<file path="src/rtl/sram_lane_pkg.sv">
package sram_lane_pkg;

    typedef enum logic [2:0] {
        ST_INIT  = 3'd0,
        ST_IDLE  = 3'd1,
        ST_READ  = 3'd2,
        ST_WRITE = 3'd3,
        ST_TURN  = 3'd4
    } ctrl_state_t;

endpackage

</file>
<file path="src/rtl/sram_pwrup_timer.sv">
module sram_pwrup_timer #(
    parameter int CYCLES = 15000
) (
    input  logic clk,
    input  logic rst_n,
    output logic done
);
    localparam int CW = $clog2(CYCLES + 1);

    logic [CW-1:0] cnt_q;

    always_ff @(posedge clk or negedge rst_n) begin
        if (!rst_n) begin
            cnt_q <= '0;
            done  <= 1'b0;
        end else if (!done) begin
            if (cnt_q == CW'(CYCLES - 1)) begin
                done <= 1'b1;
            end else begin
                cnt_q <= cnt_q + 1'b1;
            end
        end
    end
endmodule

</file>
<file path="src/rtl/sram_phase_timer.sv">
module sram_phase_timer #(
    parameter int WIDTH = 2
) (
    input  logic             clk,
    input  logic             rst_n,
    input  logic             load,
    input  logic [WIDTH-1:0] load_val,
    output logic             expired
);
    logic [WIDTH-1:0] cnt_q;

    always_ff @(posedge clk or negedge rst_n) begin
        if (!rst_n) begin
            cnt_q <= '0;
        end else if (load) begin
            cnt_q <= load_val;
        end else if (cnt_q != '0) begin
            cnt_q <= cnt_q - 1'b1;
        end
    end

    assign expired = (cnt_q == '0);
endmodule

</file>
<file path="src/rtl/sram_lane_decode.sv">
module sram_lane_decode #(
    parameter int LANES  = 2,
    parameter int LANE_W = 8
) (
    input  logic [LANES-1:0]        mask,
    input  logic                    active,
    output logic [LANES-1:0]        en_n,
    output logic [LANES*LANE_W-1:0] bit_mask
);
    for (genvar g = 0; g < LANES; g++) begin : g_lane
        assign en_n[g]                       = !(active && mask[g]);
        assign bit_mask[g*LANE_W +: LANE_W]  = {LANE_W{mask[g]}};
    end
endmodule

</file>
<file path="src/rtl/sram_lane_ctrl.sv">
module sram_lane_ctrl #(
    parameter int ADDR_W       = 18,
    parameter int DATA_W       = 16,
    parameter int LANE_W       = 8,
    parameter int RD_CYCLES    = 2,
    parameter int WR_CYCLES    = 2,
    parameter int PWRUP_CYCLES = 15000
) (
    input  logic                       clk,
    input  logic                       rst_n,
    input  logic                       req_valid,
    output logic                       req_ready,
    input  logic [ADDR_W-1:0]          req_addr,
    input  logic [DATA_W-1:0]          req_wdata,
    input  logic                       req_write,
    input  logic [DATA_W/LANE_W-1:0]   req_mask,
    output logic                       rsp_valid,
    output logic [DATA_W-1:0]          rsp_rdata,
    output logic [ADDR_W-1:0]          sram_addr,
    output logic                       sram_cs_n,
    output logic                       sram_we_n,
    output logic                       sram_oe_n,
    output logic [DATA_W/LANE_W-1:0]   sram_lane_n,
    output logic [DATA_W-1:0]          sram_dq_out,
    output logic                       sram_dq_oe,
    input  logic [DATA_W-1:0]          sram_dq_in
);
    import sram_lane_pkg::*;

    localparam int LANES  = DATA_W / LANE_W;
    localparam int PH_MAX = (RD_CYCLES > WR_CYCLES) ? RD_CYCLES : WR_CYCLES;
    localparam int PH_W   = $clog2(PH_MAX + 1);

    ctrl_state_t state_q, state_d;

    logic [ADDR_W-1:0] addr_q;
    logic [DATA_W-1:0] wdata_q;
    logic [LANES-1:0]  mask_q;
    logic [DATA_W-1:0] rdata_q;
    logic              rsp_q;

    logic              pw_done;
    logic              ph_expired;
    logic              accept;
    logic              null_req;
    logic              active;
    logic [PH_W-1:0]   ph_load_val;
    logic [DATA_W-1:0] lane_bits;

    assign accept      = req_valid && req_ready;
    assign null_req    = (req_mask == '0);
    assign ph_load_val = req_write ? PH_W'(WR_CYCLES - 1) : PH_W'(RD_CYCLES - 1);

    sram_pwrup_timer #(.CYCLES(PWRUP_CYCLES)) pwrup_i (
        .clk   (clk),
        .rst_n (rst_n),
        .done  (pw_done)
    );

    sram_phase_timer #(.WIDTH(PH_W)) phase_i (
        .clk      (clk),
        .rst_n    (rst_n),
        .load     (accept),
        .load_val (ph_load_val),
        .expired  (ph_expired)
    );

    sram_lane_decode #(.LANES(LANES), .LANE_W(LANE_W)) lanes_i (
        .mask     (mask_q),
        .active   (active),
        .en_n     (sram_lane_n),
        .bit_mask (lane_bits)
    );

    // State register
    always_ff @(posedge clk or negedge rst_n) begin
        if (!rst_n) begin
            state_q <= ST_INIT;
        end else begin
            state_q <= state_d;
        end
    end

    // Next-state logic
    always_comb begin
        state_d = state_q;
        unique case (state_q)
            ST_INIT:  if (pw_done) state_d = ST_IDLE;
            ST_IDLE:  if (accept && !null_req) state_d = req_write ? ST_WRITE : ST_READ;
            ST_READ:  if (ph_expired) state_d = ST_IDLE;
            ST_WRITE: if (ph_expired) state_d = ST_TURN;
            ST_TURN:  state_d = ST_IDLE;
            default:  state_d = ST_INIT;
        endcase
    end

    // Request capture and read response
    always_ff @(posedge clk or negedge rst_n) begin
        if (!rst_n) begin
            addr_q  <= '0;
            wdata_q <= '0;
            mask_q  <= '0;
            rdata_q <= '0;
            rsp_q   <= 1'b0;
        end else begin
            rsp_q <= 1'b0;
            if (accept) begin
                addr_q  <= req_addr;
                wdata_q <= req_wdata;
                mask_q  <= req_mask;
                if (null_req && !req_write) begin
                    rsp_q   <= 1'b1;
                    rdata_q <= '0;
                end
            end else if (state_q == ST_READ && ph_expired) begin
                rsp_q   <= 1'b1;
                rdata_q <= sram_dq_in & lane_bits;
            end
        end
    end

    // Output decode
    always_comb begin
        req_ready   = 1'b0;
        sram_cs_n   = 1'b1;
        sram_we_n   = 1'b1;
        sram_oe_n   = 1'b1;
        sram_dq_oe  = 1'b0;
        active      = 1'b0;
        unique case (state_q)
            ST_INIT:  ;
            ST_IDLE:  req_ready = 1'b1;
            ST_READ: begin
                sram_cs_n = 1'b0;
                sram_oe_n = 1'b0;
                active    = 1'b1;
            end
            ST_WRITE: begin
                sram_cs_n  = 1'b0;
                sram_we_n  = 1'b0;
                sram_dq_oe = 1'b1;
                active     = 1'b1;
            end
            ST_TURN:  ;
            default:  ;
        endcase
    end

    assign sram_addr   = addr_q;
    assign sram_dq_out = wdata_q;
    assign rsp_valid   = rsp_q;
    assign rsp_rdata   = rdata_q;
endmodule

</file>
<file path="config.mk">
export PLATFORM = sky130hd
export DESIGN_NAME = sram_lane_ctrl
export DESIGN_NICKNAME = d
export VERILOG_FILES = /design/src/rtl/sram_lane_pkg.sv /design/src/rtl/sram_pwrup_timer.sv /design/src/rtl/sram_phase_timer.sv /design/src/rtl/sram_lane_decode.sv /design/src/rtl/sram_lane_ctrl.sv
export SDC_FILE = /design/constraint.sdc
export NUM_CORES = 1
export LEC_CHECK = 0
export ABC_CLOCK_PERIOD_IN_PS = 1700
export BUFFER_PORTS_ARGS = -buffer_cell sky130_fd_sc_hd__buf_2
export CAP_MARGIN = 20
export CORE_ASPECT_RATIO = 1.5
export CORE_UTILIZATION = 45
export CTS_BUF_LIST = sky130_fd_sc_hd__clkbuf_16
export DETAILED_ROUTE_END_ITERATION = 10
export HOLD_SLACK_MARGIN = 0.15
export MAX_ROUTING_LAYER = met4
export PLACE_DENSITY = 0.71
export SLEW_MARGIN = 20
export SYNTH_ARGS = -nofsm -noshare
export SYNTH_HDL_FRONTEND = slang
export SYNTH_HIERARCHICAL = 1
export SYNTH_SLANG_ARGS = --single-unit
</file>
<file path="constraint.sdc">
create_clock -name clk -period 1.7 [get_ports clk]
set_input_delay 0.34 -clock clk [delete_from_list [all_inputs] [get_ports clk]]
set_output_delay 0.34 -clock clk [all_outputs]
set_load 0.1 [all_outputs]
</file>
==> impl_metrics.json, run 1 <==
{
  "outcome": "complete, but fails checks",
  "violations": "DRC",
  "antenna_found_initial": 0,
  "finalWorstSetupSlack_ns": 0.005973,
  "drtAntennaViolNets": 0,
  "clock_path_buffers": 2,
  "timing.final.crit_period_ns": 1.694,
  "min_period_over_period": 0.9965,
  "dpl.hpwl_um": 4998,
  "netlist.area_leader.share": 0.5648,
  "wl_per_cell_um": 14.48,
  "critical_path_class": "reg -> out",
  "grt_pass1_wl_um": 11080,
  "num_io_pins": 114,
  "synth_edf_count": 0,
  "chipWidth_um": 71.22,
  "nFillCells": 558,
  "initial_core_util": 0.4689,
  "critPathRequiredTime_ns": 1.36,
  "maxCapViolCount": 0,
  "grt_max_degree": 52,
  "htree_levels": 3,
  "path_clk_slew_ns": 0.06,
  "overflow": 0,
  "ys_top_cells_by_count": "73 x dfrtp_1, 38 x nand2_1, 37 x mux2_2",
  "syn_avg_cell_area_um2": 12.21,
  "drc": 10,
  "synth_top_area_cell": "dfrtp_1",
  "synthToLayoutAreaGrowth_pct": 30.60,
  "r2r-start": "state_q[2]",
  "drive_above_1_share": 0.4974,
  "start_kind": "flop",
  "synthesis.nets": 323,
  "yosysSeqAreaShare": 0.5648,
  "core-area_mm2": 0.006898,
  "num_rows": 37,
  "setup_violations": 0,
  "crit_path_end_kind": "output port",
  "ys_ff_latch": 73,
  "firstDrtPassIters": 7,
  "place.gp.congestion": 0.8065,
  "wl_met2_um": 3544,
  "worstHoldPathType": "in -> reg",
  "die_height_um": 105.8,
  "grt_use_total": 0.1997,
  "drv_slew": 0,
  "finalWirelength_um": 6662,
  "drt_iter0_markers": 136,
  "wl_met3_um": 275,
  "worstPathArrival_ns": 1.35,
  "vias": 2330,
  "critPathLaunch": "state_q[2]",
  "insertion_delay_ns": 0.33,
  "fin_nets": 436,
  "synth_area_leaders": "dfrtp_1 56%, mux2_2 13%, nand2_1 4.4%, buf_4 3.7%, o22ai_1 3.1%",
  "synth_top_flop_cell": "dfrtp_1",
  "pre_cts_ws_ns": 0.1203,
  "viasPerCell": 5.065,
  "cts_tree": "built",
  "synth.most_common_cell": "dfrtp_1",
  "cts_buffers": 9,
  "fmax_mhz": 590.3,
  "dr.max_layer_used": "met4",
  "yosys_warnings": 6,
  "clockRootBuffer": "clkbuf_16",
  "io_buffers": 113,
  "cp_max_fo": 3,
  "synth_area_mm2": 0.003234,
  "drt-met1-wl_um": 2689,
  "synth.distinct_cells": 38,
  "hold_viol_final": 0,
  "hp-start": "req_addr[7]",
  "rsz0062_at_grt": "true",
  "diodes": 0,
  "grt_pass1_vias": 2296,
  "clock_skew_ns": 0.005136,
  "synthCells": 265,
  "synthArstFlopShare": 1.000,
  "clock_sinks": 73,
  "fp.dieArea_mm2": 0.007537
}
## registers in the layout, summed over array words and instances (netlist names)
name           flops
sram_addr         18
rsp_rdata         16
sram_dq_out       16
pwrup_i/cnt_q     14
state_q            3
mask_q             2
phase_i/cnt_q      2
pwrup_i/done       1
rsp_valid          1
## layout make-up
type                    instances  area, um2  area share
flip-flops and latches         73       1827      0.4325
multi-input cells             159       1220      0.2888
repair buffers                127      785.8      0.1860
clock buffers                   9      225.2     0.05332
well taps                      78      97.59     0.02310
clock inverters                 6      35.03    0.008294
inverters                       8      33.78    0.007998
## through the flow
step / cells / instance area, um2 / TNS [ns] / utilization / hold WS [ns]
floorplan: 265 / 3259 / -0.1780 / - / 0.04441
global placement: 443 / 3920 / 0 / 0.5683 / 0.3638
detailed placement: 443 / 3920 / 0 / 0.5683 / 0.3684
CTS: 459 / 4205 / 0 / 0.6097 / 0.2313
global route: 460 / 4224 / -0.05047 / 0.6124 / 0.2325
finish: 460 / 4224 / 0 / 0.6124 / 0.2403
## timing repair
action	CTS	global route
setup endpoints to repair	5	10
hold buffers	1	0
gates cloned	0	0
buffers inserted	0	1
endpoints found under the hold margin	73	0
pin swaps	1	1
resized for setup	5	3
## layer usage
| metal | vias to the layer above | GRT usage |
|---|---|---|
| met2 | 66 | 0.3252 |
| met1 | 1127 | 0.2368 |
| met3 | 9 | 0.03442 |
| met5 | - | - |
| met4 | 0 | 0.1000 |
| li1 | 1128 | - |
## worst paths after layout
kind,endpoint,slack [ns],cells after the start
max,req_ready,0.006,3
min,sram_addr[7],0.24,2
max reg2reg,rsp_rdata[14],0.15,4
min reg2reg,pwrup_i/cnt_q[13],0.47,1
max in group asynchronous,pwrup_i/cnt_q[11],0.91,3
min in group asynchronous,rsp_rdata[9],0.54,3
## critical path: stages (launching register included)
cell and delay [ns]:
dfrtp_1 0.43, buf_6 0.15, nor3b_4 0.24, buf_12 0.21
## cell families (layout without fill, tap and decap cells)
group	count (synthesis)	after routing	synth area share
buf+inv	33	150	0.06731
flops	73	73	0.5648
xor+xnor	13	13	0.03520
simple gates	78	78	0.1366
fa+ha+maj	2	2	0.007736
compound gates	27	27	0.05726
mux	37	37	0.1288
other cells	2	2	0.002322
## placed cells by master (no fill, tap or decap), types with 2 or more instances in the layout
cell type and instances:
o22ai_1 16, clkbuf_16 9, ha_1 2, dfrtp_1 73
buf_6 2, buf_12 7, o21ai_0 4, nand2b_1 3
buf_2 106, nor2_1 7, nor3_1 5, conb_1 2
clkinvlp_4 2, buf_4 11, clkinv_2 3, nand3_1 4
xor2_1 9, and2_1 3, xnor2_1 4, mux2_2 37
inv_1 7, nand4_1 2, and4b_1 2, nand2_1 37
nor4_2 3
Power of run 1 is not shown: default switching activity piles up to over one toggle a cycle in this logic, so the estimate is an artifact.
==> run 2: changes to the inputs <==
--- a/config.mk
+++ b/config.mk
@@ -5,6 +5,7 @@
 export SDC_FILE = /design/constraint.sdc
 export NUM_CORES = 1
 export LEC_CHECK = 0
+export ABC_AREA = 1
 export ABC_CLOCK_PERIOD_IN_PS = 1700
 export BUFFER_PORTS_ARGS = -buffer_cell sky130_fd_sc_hd__buf_2
 export CAP_MARGIN = 20
@@ -14,7 +15,7 @@
 export DETAILED_ROUTE_END_ITERATION = 10
 export HOLD_SLACK_MARGIN = 0.15
 export MAX_ROUTING_LAYER = met4
-export PLACE_DENSITY = 0.71
+export PLACE_DENSITY = 0.7
 export SLEW_MARGIN = 20
 export SYNTH_ARGS = -nofsm -noshare
 export SYNTH_HDL_FRONTEND = slang
==> impl_metrics.json, run 2 <==
{
  "yosysSeqAreaShare": 0.5218,
  "synth_edf_count": 0,
  "clock_skew_ns": 0.005973,
  "synth_area_leaders": "dfrtp_1 52%, nand2_1 23%, nand3_1 5.9%, buf_4 4.3%, buf_6 2.3%",
  "final_common_cell": "nand2_1",
  "worstPathArrival_ns": 1.32,
  "finalWirelength_um": 7656,
  "hold_viol_final": 0,
  "min_period_over_period": 0.9775,
  "grt_pass1_vias": 2801,
  "drtAntennaViolNets": 0,
  "ys_top_cells_by_count": "210 x nand2_1, 73 x dfrtp_1, 41 x nand3_1",
  "reg2regPathDepth": 8,
  "cp_max_fo": 4,
  "fin_cells": 644,
  "whs_path_depth": 3,
  "drc": 0,
  "r2r-start": "state_q[2]",
  "fmax_mhz": 601.7,
  "cts_tree": "built",
  "clockRootBuffer": "clkbuf_16",
  "io_buffers": 113,
  "die_height_um": 110.0,
  "htree_levels": 3,
  "vias": 2999,
  "crit_path_end_kind": "output port",
  "wl_per_cell_um": 11.89,
  "syn_avg_cell_area_um2": 8.142,
  "clock_sinks": 73,
  "fp.dieArea_mm2": 0.008144,
  "finalWorstSetupSlack_ns": 0.03818,
  "clock_path_buffers": 2,
  "overflow": 0,
  "synthToLayoutAreaGrowth_pct": 29.09,
  "drt_iter0_markers": 129,
  "largest_reg_flops": 18,
  "synth.most_common_cell": "nand2_1",
  "critical_path_class": "reg -> out",
  "core-area_mm2": 0.007564,
  "synth.distinct_cells": 23,
  "hold_end": "sram_addr[1]",
  "yosys_warnings": 6,
  "synthesis.nets": 488,
  "hp-start": "req_addr[1]",
  "critPathRequiredTime_ns": 1.36,
  "synth_top_flop_cell": "dfrtp_1",
  "rsz0062_at_grt": "true",
  "num_io_pins": 114,
  "synth_area_mm2": 0.003501,
  "initial_core_util": 0.4629,
  "worstHoldPathType": "in -> reg",
  "path_clk_slew_ns": 0.06,
  "drv_slew": 0,
  "outcome": "complete, no violations",
  "antenna_found_initial": 0,
  "reg2reg_to": "rsp_rdata[0]",
  "fin_nets": 596,
  "cts_buffers": 9,
  "grt_pass1_wl_um": 12390,
  "chipWidth_um": 74.02,
  "r2r_slack_ns": 0.14,
  "ys_ff_latch": 73,
  "dpl.hpwl_um": 5411,
  "firstDrtPassIters": 4,
  "drive_above_1_share": 0.3007,
  "insertion_delay_ns": 0.33,
  "setup_violations": 0,
  "synth_top_area_cell": "dfrtp_1",
  "num_rows": 39,
  "dp.cells": 624,
  "place.gp.congestion": 0.8381,
  "synthCells": 430,
  "grt_max_degree": 42,
  "pre_cts_ws_ns": 0.1760,
  "grt_use_total": 0.2068,
  "start_kind": "flop",
  "diodes": 0,
  "most-common-layout-cells": "207 x nand2_1, 105 x buf_2, 72 x dfrtp_1, 41 x nand3_1",
  "netlist.area_leader.share": 0.5218,
  "timing.final.crit_period_ns": 1.662,
  "synthArstFlopShare": 1.000,
  "viasPerCell": 4.657,
  "maxCapViolCount": 0,
  "nFillCells": 677
}
## run 2: cell count changes after synthesis, sizes merged, moves of 4 or more
cell / before / now
buf: 23 / 29
inv: 8 / 25
mux2: 37 / 0
nand2: 38 / 213
nand3: 4 / 43
nor2: 7 / 22
nor3: 5 / 0
o22ai: 16 / 0
xor2: 9 / 5
## run 2: metrics by stage
stage / TNS, ns / utilization / area [um2] / hold WS, ns
finish: 0 / 0.5975 / 4519 / 0.2112
global route: -0.07378 / 0.5975 / 4519 / 0.2022
CTS: -0.008933 / 0.5965 / 4512 / 0.1944
detailed placement: 0 / 0.5543 / 4193 / 0.2498
global placement: 0 / 0.5543 / 4193 / 0.2447
floorplan: -1.002 / - / 3533 / 0.04441
## run 2: worst max-delay path by stage
stage,to,cells after the start,from
4_1_cts,sram_we_n,5,state_q[2]
3_5_place_dp,rsp_rdata[0],7,state_q[1]
5_1_grt,req_ready,5,state_q[2]
6_report,req_ready,5,state_q[2]
2_1_floorplan,sram_we_n,4,state_q[2]
3_3_place_gp,rsp_rdata[0],7,state_q[1]
## run 2: worst max-delay path, cell delays in order, from the launching register on
cell     delay [ns]
dfrtp_1        0.39
inv_2          0.11
buf_4          0.14
nand3_2        0.09
inv_2          0.10
buf_12         0.17
## run 2: cell families after synthesis
logic type / Yosys count / share of synthesized area
AND/OR/NAND/NOR: 286 / 0.3438
flip-flops: 73 / 0.5218
buffers and inverters: 54 / 0.09507
XOR/XNOR: 7 / 0.01751
AO/OA/AOI/OAI: 6 / 0.01251
adder cells (fa/ha/maj): 2 / 0.007147
other: 2 / 0.002145
## run 2: area by class of cell
cell class	count	area, um2	share of cell area
inverters	25	97.59	0.02159
well taps	102	127.6	0.02824
flip-flops and latches	73	1828	0.4045
multi-input cells	303	1370	0.3032
repair buffers	126	810.8	0.1794
clock buffers	9	225.2	0.04983
clock inverters	6	60.06	0.01329
## run 2: timing repair
action,4_1_cts,5_1_grt
gates resized for setup,3,0
hold buffers,1,0
pin swaps,1,1
endpoints found under the hold margin,18,0
setup endpoints to repair,1,2
setup buffers,3,1
## run 2: routing by layer
metal	track usage	share of wire	vias to the layer above
met2	0.3227	0.49	101
met1	0.2548	0.44	1372
met4	0.07830	0.0072	0
met3	0.05636	0.058	4
li1	-	-	1522
met5	-	0	-
Power of run 2 is left out for the same reason.
